`src/rtl/sar_ctrl_pkg.sv`:
```
package sar_ctrl_pkg;
  // Default resolution of the converter.
  parameter int unsigned SAR_BITS_DEF = 10;
endpackage

```
`src/rtl/sar_step_chain.sv`:
```
module sar_step_chain #(
  parameter int unsigned NB = 10
) (
  input  logic          clk,
  input  logic          rst,
  input  logic          start,
  input  logic          fire,
  output logic [NB-1:0] step,
  output logic          parked
);
  localparam logic [NB-1:0] FIRST = {1'b1, {(NB-1){1'b0}}};

  always_ff @(posedge clk) begin
    if (rst) begin
      step   <= '0;
      parked <= 1'b1;
    end else if (start) begin
      step   <= FIRST;
      parked <= 1'b0;
    end else if (fire && !parked) begin
      step   <= step >> 1;
      parked <= step[0];
    end
  end
endmodule

```
`src/rtl/sar_bit_cell.sv`:
```
module sar_bit_cell (
  input  logic clk,
  input  logic rst,
  input  logic start,
  input  logic stage_en,
  input  logic fire,
  input  logic dec_in,
  output logic dec,
  output logic en_d,
  output logic plate_gnd
);
  always_ff @(posedge clk) begin
    if (rst || start) begin
      dec       <= 1'b0;
      en_d      <= 1'b0;
      plate_gnd <= 1'b0;
    end else begin
      if (stage_en && fire) dec <= dec_in;
      // Delayed step: the plate moves one cycle after the decision latch.
      en_d <= stage_en && fire;
      if (en_d && dec) plate_gnd <= 1'b1;
    end
  end
endmodule

```
`src/rtl/tps_sar_ctrl.sv`:
```
module tps_sar_ctrl
  import sar_ctrl_pkg::*;
#(
  parameter int unsigned NB = SAR_BITS_DEF
) (
  input  logic          clk,
  input  logic          rst,
  input  logic          sample_clk_i,
  input  logic          cmp_p_i,
  input  logic          cmp_n_i,
  output logic          cmp_clk_o,
  output logic [NB-1:0] step_o,
  output logic [NB-1:0] plate_gnd_o,
  output logic [NB-1:0] code_o,
  output logic          done_o
);
  logic          samp_q;
  logic          valid_q;
  logic          valid;
  logic          fire;
  logic          start;
  logic          parked;
  logic [NB-1:0] dec;
  logic [NB-1:0] en_d;

  assign valid = ~(cmp_p_i & cmp_n_i);
  assign fire  = valid & ~valid_q;
  assign start = sample_clk_i & ~samp_q & parked;

  always_ff @(posedge clk) begin
    if (rst) begin
      samp_q    <= 1'b0;
      valid_q   <= 1'b0;
      cmp_clk_o <= 1'b1;
      done_o    <= 1'b0;
      code_o    <= '0;
    end else begin
      samp_q    <= sample_clk_i;
      valid_q   <= valid;
      cmp_clk_o <= sample_clk_i | valid | parked;
      done_o    <= en_d[0];
      if (en_d[0]) code_o <= dec;
    end
  end

  sar_step_chain #(.NB(NB)) chain_i (
    .clk    (clk),
    .rst    (rst),
    .start  (start),
    .fire   (fire),
    .step   (step_o),
    .parked (parked)
  );

  for (genvar g = 0; g < NB; g++) begin : g_bit
    sar_bit_cell cell_i (
      .clk       (clk),
      .rst       (rst),
      .start     (start),
      .stage_en  (step_o[g]),
      .fire      (fire),
      .dec_in    (cmp_p_i),
      .dec       (dec[g]),
      .en_d      (en_d[g]),
      .plate_gnd (plate_gnd_o[g])
    );
  end
endmodule

```
`config.mk`:
```
export PLATFORM = sky130hd
export DESIGN_NAME = tps_sar_ctrl
export DESIGN_NICKNAME = d
export VERILOG_FILES = /design/src/rtl/sar_ctrl_pkg.sv /design/src/rtl/sar_step_chain.sv /design/src/rtl/sar_bit_cell.sv /design/src/rtl/tps_sar_ctrl.sv
export SDC_FILE = /design/constraint.sdc
export NUM_CORES = 1
export LEC_CHECK = 0
export BUFFER_PORTS_ARGS = -buffer_cell sky130_fd_sc_hd__clkbuf_2
export CORE_ASPECT_RATIO = 0.8
export CORE_UTILIZATION = 45
export DETAILED_ROUTE_END_ITERATION = 8
export GPL_TIMING_DRIVEN = 1
export PLACE_DENSITY = 0.67
export SYNTH_ARGS = -nofsm -noshare
export SYNTH_HDL_FRONTEND = slang
export SYNTH_SLANG_ARGS = --single-unit
export TNS_END_PERCENT = 30
```
`constraint.sdc`:
```
create_clock -name clk -period 2.15 [get_ports clk]
set_input_delay 0.1075 -clock clk [delete_from_list [all_inputs] [get_ports clk]]
set_output_delay 0.1075 -clock clk [all_outputs]
set_load 0.02 [all_outputs]
```
# Yosys cells after proc, flatten, opt, wreduce, memory -nomap -nowiden
# Cells that the tools add are included.
# W data, S select, Z words.
dict set report op_classes {
  muxes 4
  bitwise 9
  n_reduce_logical 25
}
# op n
set op_table {}
lappend op_table {{$logic_and A1 B1 Y1} 21}
lappend op_table {{$mux W10} 2}
lappend op_table {{$and A1 B1 Y1} 4}
lappend op_table {{$not A1 Y1} 3}
lappend op_table {{$mux W1} 2}
lappend op_table {{$or A1 B1 Y1} 2}
lappend op_table {{$reduce_bool A2 Y1} 1}
lappend op_table {{$reduce_or A2 Y1} 1}
lappend op_table {{$logic_not A1 Y1} 1}
lappend op_table {{$logic_or A1 B1 Y1} 1}
dict set report word_totals {
  ff_bits 55
  output_inout_bits 32
  word_cells 76
}

# Logic depth before layout (Yosys ltp)
# Gate-level depths: netlist of the first run.
dict set report logic_depth {
  ltp_word 6
  ltp_mapped 5
}

# Modules after synthesis
# A second synthesis of the first run with hierarchy kept.
dict set report hier_totals {
  hier_cells 192
  hier_area_um2 1930.6
}
# module n_inst cells_each area_each_um2 seq_area_each_um2
set modules_own_cells {}
lappend modules_own_cells {sar_bit_cell 10 10 106.4 60.1}
lappend modules_own_cells {tps_sar_ctrl 1 44 474.2 280.3}
lappend modules_own_cells {sar_step_chain 1 48 392.9 220.2}

# Worst setup path after synthesis of the first run
# No wires, ideal clock.
dict set report synth_path {
  path_kind {flip-flop to flip-flop}
  start {reg chain_i.parked}
  end {reg g_bit[0].cell_i.plate_gnd}
  setup_time_ns 0.064
  t_arrival_ns 1.084
  t_required_ns 2.086
  path_slack_ns 1.002
  stages_incl_launch_ff 6
  path_buffers 2
  synth_period_minus_slack_ns 1.148
  cell_sequence {dfxtp_1 and3b_1 or2_4 buf_6 buf_6 nor2_1}
}
dict set report synth_between {
  elab_chain_cells 2
}
# item line_no
set synth_rtl {}
lappend synth_rtl {{from (decl)} sar_step_chain.sv:9} ;# output logic parked
lappend synth_rtl {{from (signal assigned)} sar_step_chain.sv:22} ;# parked <= step[0];
lappend synth_rtl {{$and A1 B1 Y1} tps_sar_ctrl.sv:28} ;# assign start = sample_clk_i & ~samp_q & parked;
lappend synth_rtl {{$logic_or A1 B1 Y1} sar_bit_cell.sv:13} ;# if (rst || start) begin
lappend synth_rtl {{to (signal assigned)} sar_bit_cell.sv:16} ;# plate_gnd <= 1'b0;
lappend synth_rtl {{to (signal assigned)} sar_bit_cell.sv:21} ;# if (en_d && dec) plate_gnd <= 1'b1;
lappend synth_rtl {{to (decl)} sar_bit_cell.sv:10} ;# output logic plate_gnd
# Every way passes these cells.
# A chain may end at the register's enable or synchronous reset.

# Worst setup path after layout of the first run
dict set report layout_path {
  start {reg valid_q}
  end {reg g_bit[1].cell_i.dec}
}
dict set report layout_between {
  elab_chain_cells 3
}
# item line_no
set layout_rtl {}
lappend layout_rtl {{from (decl)} tps_sar_ctrl.sv:18} ;# logic valid_q;
lappend layout_rtl {{from (signal assigned)} tps_sar_ctrl.sv:39} ;# valid_q <= valid;
lappend layout_rtl {{$not A1 Y1} tps_sar_ctrl.sv:27} ;# assign fire = valid & ~valid_q;
lappend layout_rtl {{$and A1 B1 Y1} tps_sar_ctrl.sv:27}
lappend layout_rtl {{$logic_and A1 B1 Y1} sar_bit_cell.sv:18} ;# if (stage_en && fire) dec <= dec_in;
lappend layout_rtl {{to (signal assigned)} sar_bit_cell.sv:18}
lappend layout_rtl {{to (decl)} sar_bit_cell.sv:8} ;# output logic dec,
# Every way passes these cells.

==> flow_summary.ini, run 1 <==
[run_status]
status = completed

[placement]
gp_congestion = 0.753
io_buffers = 36
post-dp-hpwl_um = 2250

[run]
maxCapViolCount = 0

[logic_synthesis]
ys_seq_area_share_pct = 55.2
synth.avg_cell_area_um2 = 9.10
ys_ff_latch = 55
synth_area_leaders = dfxtp_1, a21oi_1, buf_4
synth_top_area_share_pct = 55.2
synth_largest_area_cell = dfxtp_1
yosysUniqueCellTypes = 20
synthesis.area_um2 = 1990
synth_cells = 219
synth_fp_nets = 224
ys.warnings.count = 0

[power_and_ir_drop]
power_mw = 1.71
p_per_area_nw_per_um2 = 805
p_leak_nw = 0.785
ir_worst_vdd_mv = 0.400

[setup_path]
critical_path_peak_fanout = 11
crit_type = reg2reg
crit_required_ps = 2400
worst_setup_path_start_kind = flop
endpoint_kind = flop
cp.arrival_ps = 1650

[drt]
viasPerCell = 4.85
wl_per_cell_um = 12.1
wl_um = 3480
ant_nets = 0
drc = 0
vias = 1398
drtPass1Iterations = 4
drt_iter0_markers = 72

[die]
ios = 37
dieHeight_um = 61.5
rows = 21
core_um2 = 4200
fp.dieArea_um2 = 4700
die-width_um = 76.4
start_util_pct = 47.4

[cells_and_area]
final_cell_mix = dfxtp_1, clkbuf_2, a21oi_1
antenna-diode-count = 0
drive_above_1_share_pct = 19.5
final_common_cell = dfxtp_1
syn_to_final_growth_pct = 6.78
fillers = 410
nNetsFinal = 235

[cts]
cts-hold-fix-buffers = 0
cts_setup_buffers = 0
cts_buffers = 5
clkLatencyLatePin_ps = 310
clockBufferDepth = 2
cts-root-buf = clkbuf_8
clk_pin_slew_ps = 90
cts_tree = built
htreeDepth = 2
post_cts_resized = 0
cts.sinks = 55

[grt]
grt_pass1_wl_um = 5620
first_global_vias = 1148
antenna_found_initial = 0
grt_start_max_net_pins = 40
grt_overflow_total = 0
track_usage_pct = 16.1

[timing]
finalClockSkew_ps = 7.04
worst_pin_slew_ps = 831
drv_slew = 0
fin_crit_ps = 1400
setup-tns-final_ps = 0
relSlewSlack_pct = 44.6
rsz0062_at_grt = false
min_period_over_period_pct = 65.3
final_hold_viol_count = 0
finalSetupViolCount = 0
max_freq_mhz = 712

[hold_path]
hold_class = in2reg
[stage by stage]
step / setup slack [ps] / std cells / hold slack, ps / utilization [%] / instance area (um2)
detailed placement: 697 / 280 / 353 / 48.2 / 2030
global placement: 757 / 280 / 350 / 48.2 / 2030
floorplan: 1000 / 219 / 177 / - / 1990
CTS: 712 / 288 / 19.8 / 50.6 / 2130
global route: 584 / 288 / 23.8 / 50.6 / 2130
finish: 746 / 288 / 35.0 / 50.6 / 2130
[logic make-up (layout without fill, tap and decap cells)]
family | Yosys count | after routing | share of synthesized area [%]
simple gates | 66 | 66 | 14.6
buf+inv | 42 | 54 | 12.7
flops | 55 | 55 | 55.2
compound gates | 46 | 46 | 12.4
mux | 10 | 10 | 5.02
[routing by layer]
layer	up-vias	wire length (um)	global-route usage [%]
met2	33	1370	21.5
li1	730	-	-
met3	2	185	5.93
met1	633	1890	22.4
met5	-	0	0
met4	0	32	9.07
[report_power, final]
group	switching [mW]	internal (mW)	total [mW]	leakage, nW
clock	0.317	0.294	0.611	0.0515
combinational	0.0546	0.0150	0.0696	0.289
sequential	0.00709	1.02	1.03	0.444
[synthesized netlist by cell type]
| cell | count |
|---|---|
| mux2i_1 | 10 |
| dfxtp_1 | 55 |
| buf_2 | 5 |
| o21ai_0 | 10 |
| a211oi_2 | 1 |
| nand2_1 | 18 |
| nor2_1 | 21 |
| or2_4 | 1 |
| clkbuf_1 | 5 |
| nor2b_1 | 2 |
| buf_6 | 2 |
| and3b_1 | 1 |
| o21bai_1 | 1 |
| a21o_1 | 1 |
| nor3_1 | 12 |
| nand3_1 | 11 |
| buf_4 | 20 |
| a211o_1 | 1 |
| a21oi_1 | 32 |
| inv_1 | 10 |
[flip-flops by register name, summed over array words and instances (netlist names)]
signal	flops
chain_i.parked	1
chain_i.step	10
cmp_clk_o	1
code_o	10
done_o	1
g_bit.cell_i.dec	10
g_bit.cell_i.en_d	10
g_bit.cell_i.plate_gnd	10
samp_q	1
valid_q	1
[worst paths after layout]
kind	cells after the start	start	slack, ps	end
worst max-delay path	3	valid_q$_SDFF_PP0_	750	g_bit[1].cell_i.dec$_SDFFE_PP0P_
worst min-delay path	3	sample_clk_i	40	cmp_clk_o$_SDFF_PP1_
worst max register to register	3	valid_q$_SDFF_PP0_	750	g_bit[1].cell_i.dec$_SDFFE_PP0P_
worst min register to register	2	g_bit[3].cell_i.en_d$_SDFF_PP0_	470	g_bit[3].cell_i.plate_gnd$_SDFFE_PP0P_
[critical path, stage by stage, from the launching register on]
cell     delay [ps]
dfxtp_1         350
a21oi_1         650
nand3_1         190
a21oi_1         150
[final cells by class]
class,instances,area (um2),area share [%]
clock buffers,8,100,4.70
inverters,10,37.5,1.76
multi-input cells,122,638,30.0
flip-flops and latches,55,1100,51.7
well taps,57,71.3,3.35
repair buffers,36,180,8.47
Power figures use the tool's default switching activity.
==> inputs of run 2 (changes only) <==
==> constraint.sdc (replaced) <==
create_clock -name clk -period 1.3 [get_ports clk]
set_input_delay 0.065 -clock clk [delete_from_list [all_inputs] [get_ports clk]]
set_output_delay 0.065 -clock clk [all_outputs]
set_load 0.02 [all_outputs]
==> run 2 against run 1 <==
Cell count increased by 3.8%. Total power increased by 61%. Count of clock-buffer cells in the layout fell by 1. Worst hold slack got worse by 12 ps. Via count increased by 3.8%. Largest cell class unchanged. Largest power group unchanged.
==> flow_summary.ini, run 2 (synthesis results as in run 1) <==
[drt]
drc = 0
vias = 1451
drt_iter0_markers = 102
drtPass1Iterations = 4
ant_nets = 0
wl_um = 3650
wl_per_cell_um = 12.2
viasPerCell = 4.85

[timing]
final_hold_viol_count = 0
rsz0062_at_grt = true
worst_pin_slew_ps = 318
finalSetupViolCount = 0
max_freq_mhz = 780
setup-tns-final_ps = 0
fin_crit_ps = 1280
hold_ws_ps = 23.2
drv_slew = 0
finalClockSkew_ps = 3.99
min_period_over_period_pct = 98.6
relSlewSlack_pct = 78.8

[setup_path]
critical_path_peak_fanout = 39
cp.arrival_ps = 1510
crit_type = in2reg
crit_required_ps = 1530
worst_setup_path_start_kind = input pin
r2r_cells = 4
endpoint_kind = flop

[die]
fp.dieArea_um2 = 4700
start_util_pct = 47.4
ios = 37
core_um2 = 4200
die-width_um = 76.4
dieHeight_um = 61.5
rows = 21

[cts]
cts_buffers = 5
cts.sinks = 55
cts_tree = built
cts_setup_buffers = 0
clkLatencyLatePin_ps = 300
clk_pin_slew_ps = 90
cts-root-buf = clkbuf_8
clockBufferDepth = 2
htreeDepth = 2

[power_and_ir_drop]
seq_power_share_pct = 61.9
switching_share_pct = 22.6
p_leak_nw = 0.842
p_int_mw = 2.13
p_per_area_nw_per_um2 = 1230
p_clk_share_pct = 32.1
ir_worst_vdd_mv = 0.749
power.switching_mw = 0.623
combPwrFrac_pct = 6.0

[placement]
post-dp-hpwl_um = 2470
gp_congestion = 0.763
dpl-instance-area_um2 = 2120
io_buffers = 36

[grt]
grt_start_max_net_pins = 40
track_usage_pct = 16.1
antenna_found_initial = 0
first_global_vias = 1185
grt_pass1_wl_um = 5800
grt_overflow_total = 0

[cells_and_area]
drive_above_1_share_pct = 24.8
final_cell_mix = dfxtp_1, clkbuf_2, a21oi_1
final_area_um2 = 2240
syn_to_final_growth_pct = 12.6
antenna-diode-count = 0
final_common_cell = dfxtp_1
nNetsFinal = 246

[hold_path]
whs_path_depth = 2
hold_class = in2reg

[run]
maxCapViolCount = 0

[run_status]
status = completed
## run 2: cell types whose count changed in the layout (fill, tap and decap cells not counted), sizes merged
| cell | previous run | this run |
|---|---|---|
| dlygate4sd3 | 0 | 1 |
| clkinv | 0 | 1 |
| buf | 0 | 10 |
| clkbuf | 44 | 43 |
## run 2: metal layers
metal / vias up / track usage (%) / wire, um
met4: 0 / 7.42 / 68
li1: 749 / - / -
met2: 34 / 22.5 / 1490
met3: 7 / 4.30 / 156
met1: 661 / 23.3 / 1930
met5: - / 0 / 0
## run 2: worst paths after layout
| kind | start | endpoint | slack, ps |
|---|---|---|---|
| max | sample_clk_i | g_bit[6].cell_i.en_d$_SDFF_PP0_ | 20 |
| min | cmp_n_i | cmp_clk_o$_SDFF_PP1_ | 20 |
| max reg2reg | chain_i.parked$_SDFFE_PP1P_ | g_bit[6].cell_i.en_d$_SDFF_PP0_ | 110 |
| min reg2reg | g_bit[1].cell_i.en_d$_SDFF_PP0_ | g_bit[1].cell_i.plate_gnd$_SDFFE_PP0P_ | 470 |
## run 2: power groups by stage
stage | registers [mW] | clock network (mW) | logic (mW)
finish | 1.70 | 0.883 | 0.164
global route | 1.71 | 0.984 | 0.177
CTS | 1.70 | 0.915 | 0.156
detailed placement | 1.74 | 0 | 0.154
global placement | 1.74 | 0 | 0.153
floorplan | 1.74 | 0 | 0.102
## run 2: area by class of cell
cell class / instances / area (um2)
clock buffer: 7 / 76.3
clock inverter: 1 / 5.00
fill: 406 / 1960
inverter: 10 / 37.5
multi-input combinational: 122 / 674
sequential: 55 / 1100
tap: 57 / 71.3
timing repair buffer: 47 / 278
## run 2: worst max-delay path, cell delays in order
cell	delay, ps
dlygate4sd3_1	530
clkbuf_2	120
and3b_1	190
or2_4	240
buf_12	170
nor3_1	180
## run 2: metrics by stage
stage	setup slack (ps)	total power, mW	util [%]	cells
after floorplan	152	1.85	-	219
after global placement	180	1.90	50.3	290
after detailed placement	134	1.90	50.3	290
after CTS	34.5	2.78	52.5	299
after global routing	-4.57	2.87	53.4	299
final	18.0	2.75	53.4	299
## run 2: repair_timing
item	4_1_cts	5_1_grt
gates resized for setup	0	7
hold buffers	1	0
endpoints found under the hold margin	1	0
setup endpoints to repair	0	6
